## config.mk

```make
export PLATFORM = sky130hd
export DESIGN_NAME = atm_tx_cell_buf
export DESIGN_NICKNAME = d
export VERILOG_FILES = /design/src/rtl/atm_txbuf_pkg.sv /design/src/rtl/txbuf_mem.sv /design/src/rtl/txbuf_wr_ctrl.sv /design/src/rtl/txbuf_rd_ctrl.sv /design/src/rtl/atm_tx_cell_buf.sv
export SDC_FILE = /design/constraint.sdc
export NUM_CORES = 2
export LEC_CHECK = 0
export BUFFER_PORTS_ARGS = -buffer_cell sky130_fd_sc_hd__buf_2
export CORE_MARGIN = 2
export CORE_UTILIZATION = 40
export DETAILED_ROUTE_END_ITERATION = 16
export HOLD_SLACK_MARGIN = 0.08
export PLACE_DENSITY = 0.59
export SETUP_SLACK_MARGIN = 0.02
export SKIP_CTS_REPAIR_TIMING = 1
export SLEW_MARGIN = 20
export SYNTH_ARGS = -nofsm -noshare
export SYNTH_HDL_FRONTEND = slang
export SYNTH_SLANG_ARGS = --single-unit
```

## constraint.sdc

```tcl
create_clock -name clk -period 5.7 [get_ports clk]
set_input_delay 0.285 -clock clk [delete_from_list [all_inputs] [get_ports clk]]
set_output_delay 0.285 -clock clk [all_outputs]
set_load 0.02 [all_outputs]
```

## src/rtl/atm_txbuf_pkg.sv

```systemverilog
package atm_txbuf_pkg;

    localparam int CELL_BYTES = 53;
    localparam int IW         = $clog2(CELL_BYTES);

    // Byte of a filler cell at position idx; unassigned selects the variant.
    function automatic logic [7:0] filler_byte(input logic unassigned,
                                               input logic [IW-1:0] idx);
        logic [7:0] b;
        if (idx < IW'(3))       b = 8'h00;
        else if (idx == IW'(3)) b = unassigned ? 8'h00 : 8'h01;
        else if (idx == IW'(4)) b = unassigned ? 8'h55 : 8'h52;
        else                    b = 8'h6A;
        return b;
    endfunction

endpackage

```

## src/rtl/txbuf_mem.sv

```systemverilog
module txbuf_mem #(
    parameter int DEPTH = 159,
    parameter int AW    = 8
) (
    input  logic          clk,
    input  logic          we,
    input  logic [AW-1:0] waddr,
    input  logic [7:0]    wdata,
    input  logic [AW-1:0] raddr,
    output logic [7:0]    rdata
);
    logic [7:0] store_q [DEPTH];

    always_ff @(posedge clk) begin
        if (we) store_q[waddr] <= wdata;
    end

    assign rdata = store_q[raddr];

endmodule

```

## src/rtl/txbuf_wr_ctrl.sv

```systemverilog
module txbuf_wr_ctrl
    import atm_txbuf_pkg::*;
#(
    parameter int DEPTH = 159,
    parameter int PW    = 8,
    parameter int CNTW  = 8
) (
    input  logic            clk,
    input  logic            rst_n,
    input  logic            wr_stb,
    input  logic            wr_soc,
    input  logic [CNTW-1:0] used_q,
    output logic            mem_we,
    output logic [PW-1:0]   mem_waddr,
    output logic            acc,
    output logic [IW-1:0]   disc,
    output logic            commit,
    output logic            ovf_evt
);
    typedef struct packed {
        logic          open;
        logic [IW-1:0] part;
        logic [PW-1:0] wptr;
        logic [PW-1:0] start;
    } wr_st_t;

    wr_st_t st_d, st_q;

    function automatic logic [PW-1:0] ring_inc(input logic [PW-1:0] p);
        return (p == PW'(DEPTH - 1)) ? '0 : p + PW'(1);
    endfunction

    always_comb begin
        st_d      = st_q;
        mem_we    = 1'b0;
        mem_waddr = st_q.wptr;
        acc       = 1'b0;
        disc      = '0;
        commit    = 1'b0;
        ovf_evt   = 1'b0;
        if (wr_stb) begin
            if (wr_soc) begin
                disc = st_q.open ? st_q.part : '0;
                if ((used_q - CNTW'(disc)) < CNTW'(DEPTH)) begin
                    mem_we     = 1'b1;
                    mem_waddr  = st_q.start;
                    acc        = 1'b1;
                    st_d.open  = 1'b1;
                    st_d.part  = IW'(1);
                    st_d.wptr  = ring_inc(st_q.start);
                end else begin
                    ovf_evt    = 1'b1;
                    st_d.open  = 1'b0;
                    st_d.part  = '0;
                    st_d.wptr  = st_q.start;
                end
            end else if (st_q.open) begin
                if (used_q < CNTW'(DEPTH)) begin
                    mem_we    = 1'b1;
                    acc       = 1'b1;
                    st_d.wptr = ring_inc(st_q.wptr);
                    if (st_q.part == IW'(CELL_BYTES - 1)) begin
                        commit     = 1'b1;
                        st_d.open  = 1'b0;
                        st_d.part  = '0;
                        st_d.start = ring_inc(st_q.wptr);
                    end else begin
                        st_d.part  = st_q.part + IW'(1);
                    end
                end else begin
                    ovf_evt   = 1'b1;
                    disc      = st_q.part;
                    st_d.open = 1'b0;
                    st_d.part = '0;
                    st_d.wptr = st_q.start;
                end
            end
        end
    end

    always_ff @(posedge clk or negedge rst_n) begin
        if (!rst_n) st_q <= '0;
        else        st_q <= st_d;
    end

    // with no cell open the write pointer rests on the next cell start
    a_r2_closed_ptr: assert property (@(posedge clk) disable iff (!rst_n)
        !st_q.open |-> (st_q.wptr == st_q.start));

    // a partial cell never reaches full length without being committed
    a_r9_part_bound: assert property (@(posedge clk) disable iff (!rst_n)
        st_q.part < IW'(CELL_BYTES));

endmodule

```

## src/rtl/txbuf_rd_ctrl.sv

```systemverilog
module txbuf_rd_ctrl
    import atm_txbuf_pkg::*;
#(
    parameter int DEPTH = 159,
    parameter int PW    = 8
) (
    input  logic          clk,
    input  logic          rst_n,
    input  logic          slot_start,
    input  logic          fill_sel,
    input  logic          cells_avail,
    input  logic [7:0]    mem_rdata,
    output logic [PW-1:0] rptr,
    output logic          pop,
    output logic          claim,
    output logic          out_valid,
    output logic          out_soc,
    output logic [7:0]    out_data
);
    localparam logic [IW-1:0] LAST = IW'(CELL_BYTES - 1);

    typedef struct packed {
        logic          busy;
        logic [IW-1:0] idx;
        logic          stored;
        logic          fsel;
        logic [PW-1:0] rptr;
        logic          out_valid;
        logic          out_soc;
        logic [7:0]    out_data;
    } rd_st_t;

    rd_st_t st_d, st_q;
    logic   begin_slot;

    function automatic logic [PW-1:0] ring_inc(input logic [PW-1:0] p);
        return (p == PW'(DEPTH - 1)) ? '0 : p + PW'(1);
    endfunction

    always_comb begin
        st_d       = st_q;
        pop        = 1'b0;
        claim      = 1'b0;
        begin_slot = slot_start && (!st_q.busy || st_q.idx == LAST);
        if (begin_slot) begin
            st_d.busy      = 1'b1;
            st_d.idx       = '0;
            st_d.stored    = cells_avail;
            st_d.fsel      = fill_sel;
            st_d.out_valid = 1'b1;
            st_d.out_soc   = 1'b1;
            claim          = cells_avail;
            if (cells_avail) begin
                pop           = 1'b1;
                st_d.out_data = mem_rdata;
                st_d.rptr     = ring_inc(st_q.rptr);
            end else begin
                st_d.out_data = filler_byte(fill_sel, '0);
            end
        end else if (st_q.busy && st_q.idx != LAST) begin
            st_d.idx     = st_q.idx + IW'(1);
            st_d.out_soc = 1'b0;
            if (st_q.stored) begin
                pop           = 1'b1;
                st_d.out_data = mem_rdata;
                st_d.rptr     = ring_inc(st_q.rptr);
            end else begin
                st_d.out_data = filler_byte(st_q.fsel, st_q.idx + IW'(1));
            end
        end else begin
            st_d.busy      = 1'b0;
            st_d.out_valid = 1'b0;
            st_d.out_soc   = 1'b0;
            st_d.out_data  = '0;
        end
    end

    always_ff @(posedge clk or negedge rst_n) begin
        if (!rst_n) st_q <= '0;
        else        st_q <= st_d;
    end

    assign rptr      = st_q.rptr;
    assign out_valid = st_q.out_valid;
    assign out_soc   = st_q.out_soc;
    assign out_data  = st_q.out_data;

    // the start strobe only accompanies a valid byte
    a_r7_soc_valid: assert property (@(posedge clk) disable iff (!rst_n)
        out_soc |-> out_valid);

    // idle output carries zero data
    a_r7_idle_zero: assert property (@(posedge clk) disable iff (!rst_n)
        !out_valid |-> (out_data == 8'h00));

    // a request in the middle of a cell does not restart it
    a_r8_ignore_busy: assert property (@(posedge clk) disable iff (!rst_n)
        (st_q.busy && st_q.idx != LAST && slot_start) |=> !out_soc);

endmodule

```

## src/rtl/atm_tx_cell_buf.sv

```systemverilog
module atm_tx_cell_buf
    import atm_txbuf_pkg::*;
#(
    parameter int CELLS     = 3,
    parameter int AF_MARGIN = 5
) (
    input  logic       clk,
    input  logic       rst_n,
    input  logic       wr_en_n,
    input  logic       wr_soc,
    input  logic [7:0] wr_data,
    input  logic       fill_sel,
    input  logic       slot_start,
    output logic       cell_ready,
    output logic       almost_full,
    output logic       overflow,
    output logic       out_valid,
    output logic       out_soc,
    output logic [7:0] out_data
);
    localparam int DEPTH = CELLS * CELL_BYTES;
    localparam int PW    = $clog2(DEPTH);
    localparam int CNTW  = $clog2(DEPTH + 1);
    localparam int CW    = $clog2(CELLS + 1);

    typedef struct packed {
        logic [CNTW-1:0] used;
        logic [CW-1:0]   cells;
        logic            ovf;
    } occ_st_t;

    occ_st_t st_d, st_q;

    logic          mem_we;
    logic [PW-1:0] mem_waddr;
    logic [PW-1:0] mem_raddr;
    logic [7:0]    mem_rdata;
    logic          acc, commit, ovf_evt, pop, claim;
    logic [IW-1:0] disc;

    txbuf_mem #(.DEPTH(DEPTH), .AW(PW)) u_mem (
        .clk   (clk),
        .we    (mem_we),
        .waddr (mem_waddr),
        .wdata (wr_data),
        .raddr (mem_raddr),
        .rdata (mem_rdata)
    );

    txbuf_wr_ctrl #(.DEPTH(DEPTH), .PW(PW), .CNTW(CNTW)) u_wr (
        .clk       (clk),
        .rst_n     (rst_n),
        .wr_stb    (!wr_en_n),
        .wr_soc    (wr_soc),
        .used_q    (st_q.used),
        .mem_we    (mem_we),
        .mem_waddr (mem_waddr),
        .acc       (acc),
        .disc      (disc),
        .commit    (commit),
        .ovf_evt   (ovf_evt)
    );

    txbuf_rd_ctrl #(.DEPTH(DEPTH), .PW(PW)) u_rd (
        .clk         (clk),
        .rst_n       (rst_n),
        .slot_start  (slot_start),
        .fill_sel    (fill_sel),
        .cells_avail (st_q.cells != '0),
        .mem_rdata   (mem_rdata),
        .rptr        (mem_raddr),
        .pop         (pop),
        .claim       (claim),
        .out_valid   (out_valid),
        .out_soc     (out_soc),
        .out_data    (out_data)
    );

    always_comb begin
        st_d       = st_q;
        st_d.used  = st_q.used + CNTW'(acc) - CNTW'(pop) - CNTW'(disc);
        st_d.cells = st_q.cells + CW'(commit) - CW'(claim);
        st_d.ovf   = st_q.ovf | ovf_evt;
    end

    always_ff @(posedge clk or negedge rst_n) begin
        if (!rst_n) st_q <= '0;
        else        st_q <= st_d;
    end

    assign cell_ready  = (st_q.cells != '0);
    assign almost_full = (st_q.used >= CNTW'(DEPTH - AF_MARGIN));
    assign overflow    = st_q.ovf;

    // occupancy never exceeds capacity
    a_r3_used_bound: assert property (@(posedge clk) disable iff (!rst_n)
        st_q.used <= CNTW'(DEPTH));

    // complete cells always fit inside the bytes held
    a_r4_cells_fit: assert property (@(posedge clk) disable iff (!rst_n)
        (32'(st_q.cells) * CELL_BYTES) <= 32'(st_q.used));

    // a byte is read out only when something is held
    a_r5_pop_nonempty: assert property (@(posedge clk) disable iff (!rst_n)
        pop |-> (st_q.used != '0));

    // the overflow flag is sticky
    a_r10_ovf_sticky: assert property (@(posedge clk) disable iff (!rst_n)
        overflow |=> overflow);

endmodule

```

==> reports/metrics.cfg <==
[layout]
drive_above_1_share=0.229
num_antenna_cells=0
area_growth_pct=13.3
regArea_mm2=0.0397
multi_input_area_mm2=0.0133
nets=3005
utilization=0.458
fillers=11095

[yosys]
syn_area_mm2=0.0540
synth_area_leaders=edfxtp_1 71%, mux4_2 13%, dfrtp_1 2.8%
ys_async_sr_fraction=0.0450
synthCells=2811
synth_top_area_frac=0.708
seq_area_frac_synth=0.736
synth_top_cell_by_area=edfxtp_1
synth-warning-count=0
synth-edff-count=1272
synthDistinctLibCells=75
yosys_register_bits=1332
ys.flop_type=edfxtp_1
synth_nets=2866
avgSynthCellArea_um2=19.2

[floorplan]
die_y_um=371
die-area_mm2=0.138
core_mm2=0.134
start_util=0.404
pin_count=27
core.rowCount=134
die_w_um=371

[sta]
setup-violations-final=0
drv_slew=0
finalCriticalPeriod_ns=5.04
fmax_ghz=0.198
fin_crit_sh=0.884
rsz0062_at_grt=no
finalHoldViolCount=0
tns_ns=0
slew_headroom=0.223
clock_skew_ns=0.0327
worst_pin_slew_ns=1.16

[route]
drt-initial-drc-count=3597
wl_per_cell_um=29.7
wl_um=143000
vias=28543
drtAntennaViolNets=0
firstDrtPassIters=5
vias_per_cell=5.91
drc=0

[cts]
cts-root-buf=clkbuf_16
cts_buffers=138
clock-sinks=1332
clk_pin_slew_ns=0.06
cts_tree=built
h-tree-depth=4
cts_buffer_depth=3
clk_latency_ns=0.77

[power_and_ir_drop]
power_density_mw_per_mm2=353
p_leak_nw=18.7
ir_worst_vdd_v=0.000287

[critical_path]
crit_required_ns=6.07
worstSetupPathType=reg -> reg
arrival_ns=5.41
cp-start-kind=flop
crit_fanout=25
cp-end-kind=flop

[job]
drv_cap=0

[placement]
globalplace.congestion=0.918
dp_hpwl_um=92100
port_buffers=26

[grt]
grt_pass1_wl_um=208000
grtUsageTotal=0.210
grt_max_degree=160
grt_pass1_vias=28851
overflow=0
grt_antenna_before_repair=3

[run_status]
status=complete, no violations

[hold_path]
hold_class=in -> reg

-- report_power, final --
part	switching (mW)	internal, mW	leakage (nW)
Clock	3.70	5.21	2.18
Sequential	0.122	10.8	12.2
Combinational	1.16	0.525	4.32
Total	4.98	16.6	18.7
-- final timing paths --
check | slack (ns) | from | to | cells past startpoint
max | 0.66 | u_wr.st_q[22] | u_mem.store_q[153][5] | 12
min | 0.09 | wr_data[7] | u_mem.store_q[47][7] | 1
max reg2reg | 0.66 | u_wr.st_q[22] | u_mem.store_q[153][5] | 12
min reg2reg | 0.52 | overflow | overflow | 1
max in group asynchronous | 4.72 | rst_n | u_rd.rptr[3] | 3
min in group asynchronous | 0.27 | rst_n | st_q[7] | 3
-- worst max-delay path, cell delays in order (launching register included) --
cell      delay [ns]
dfrtp_1         0.53
nand2_1         0.11
ha_1            0.36
nor2b_1         0.16
a221oi_1        0.42
o311ai_0        0.27
nor3_1          0.33
a32oi_4         0.19
buf_4           0.31
nor3_1          0.64
a32oi_1         0.30
buf_4           0.28
nor2_1          0.74
-- layout make-up --
cell class	count	area share
clock buffers	185	0.0631
flip-flops and latches	1332	0.649
inverters	47	0.00289
well taps	1768	0.0362
clock inverters	67	0.00992
multi-input cells	1271	0.217
repair buffers	160	0.0210
-- metal layers --
layer	share of wire	vias to the layer above	wire, um	GRT usage
met2	0.47	1330	67700	0.331
met1	0.42	15179	59700	0.293
li1	-	11803	-	-
met3	0.081	231	11600	0.0434
met5	0	-	0	0
met4	0.030	0	4330	0.0676
-- cells in the mapped netlist (7+ instances only) --
| master | instances |
|---|---|
| mux2i_1 | 95 |
| mux2_2 | 12 |
| o22ai_1 | 17 |
| nand3_1 | 22 |
| a221oi_1 | 30 |
| nand2b_1 | 21 |
| buf_2 | 34 |
| nor2b_1 | 22 |
| a21o_1 | 8 |
| xnor2_1 | 11 |
| dfrtp_1 | 60 |
| nand2_1 | 74 |
| a32oi_1 | 27 |
| o211ai_1 | 10 |
| o21ai_0 | 76 |
| nor2_1 | 225 |
| edfxtp_1 | 1272 |
| a22oi_1 | 20 |
| a31oi_1 | 13 |
| inv_1 | 47 |
| and2_1 | 10 |
| o31ai_1 | 13 |
| nand4_1 | 7 |
| clkbuf_1 | 63 |
| a22o_1 | 8 |
| buf_4 | 40 |
| nor3_1 | 20 |
| ha_1 | 37 |
| a211oi_1 | 17 |
| buf_1 | 19 |
| a21oi_1 | 58 |
| mux4_2 | 309 |
| a32oi_2 | 7 |
| o221ai_1 | 7 |
| or3_1 | 7 |
-- cell families after synthesis --
| family | Yosys count | synth area share |
|---|---|---|
| multiplexers | 418 | 0.150 |
| buffers and inverters | 208 | 0.0187 |
| XOR/XNOR | 17 | 0.00276 |
| flip-flops | 1332 | 0.736 |
| AO/OA/AOI/OAI | 348 | 0.0456 |
| adder cells (fa/ha/maj) | 41 | 0.0101 |
| AND/OR/NAND/NOR | 447 | 0.0376 |
-- per-stage QoR --
step | instance area (um^2) | power, mW | hold slack [ns] | std cells | setup WS [ns]
2_1_floorplan | 54000 | 12.1 | -0.0106 | 2811 | 1.06
3_3_place_gp | 56600 | 12.8 | 0.487 | 4572 | 0.885
3_5_place_dp | 56600 | 12.8 | 0.507 | 4572 | 0.725
4_1_cts | 61100 | 21.7 | -0.258 | 4824 | 0.751
5_1_grt | 61100 | 22.2 | 0.0884 | 4830 | 0.334
6_report | 61100 | 21.6 | 0.0912 | 4830 | 0.660
-- placed cells by master (no fill, tap or decap), types with 21 or more instances in the layout --
master	instances
edfxtp_1	1272
mux4_2	309
nor2_1	222
clkbuf_16	147
buf_4	127
mux2i_1	95
o21ai_0	75
nand2_1	74
a21oi_1	58
dfrtp_1	56
inv_1	47
ha_1	37
clkbuf_1	34
clkinv_1	33
a221oi_1	30
a32oi_1	27
nand3_1	22
nand2b_1	21
-- sequential cells by signal (all words and copies together) (netlist names) --
signal and count:
u_rd.out_soc 1, u_rd.rptr 8, u_rd.out_valid 1, u_rd.st_q 8
u_wr.st_q 23, st_q 10, overflow 1, u_rd.out_data 8
u_mem.store_q 1272
Power figures use the tool's default switching activity.
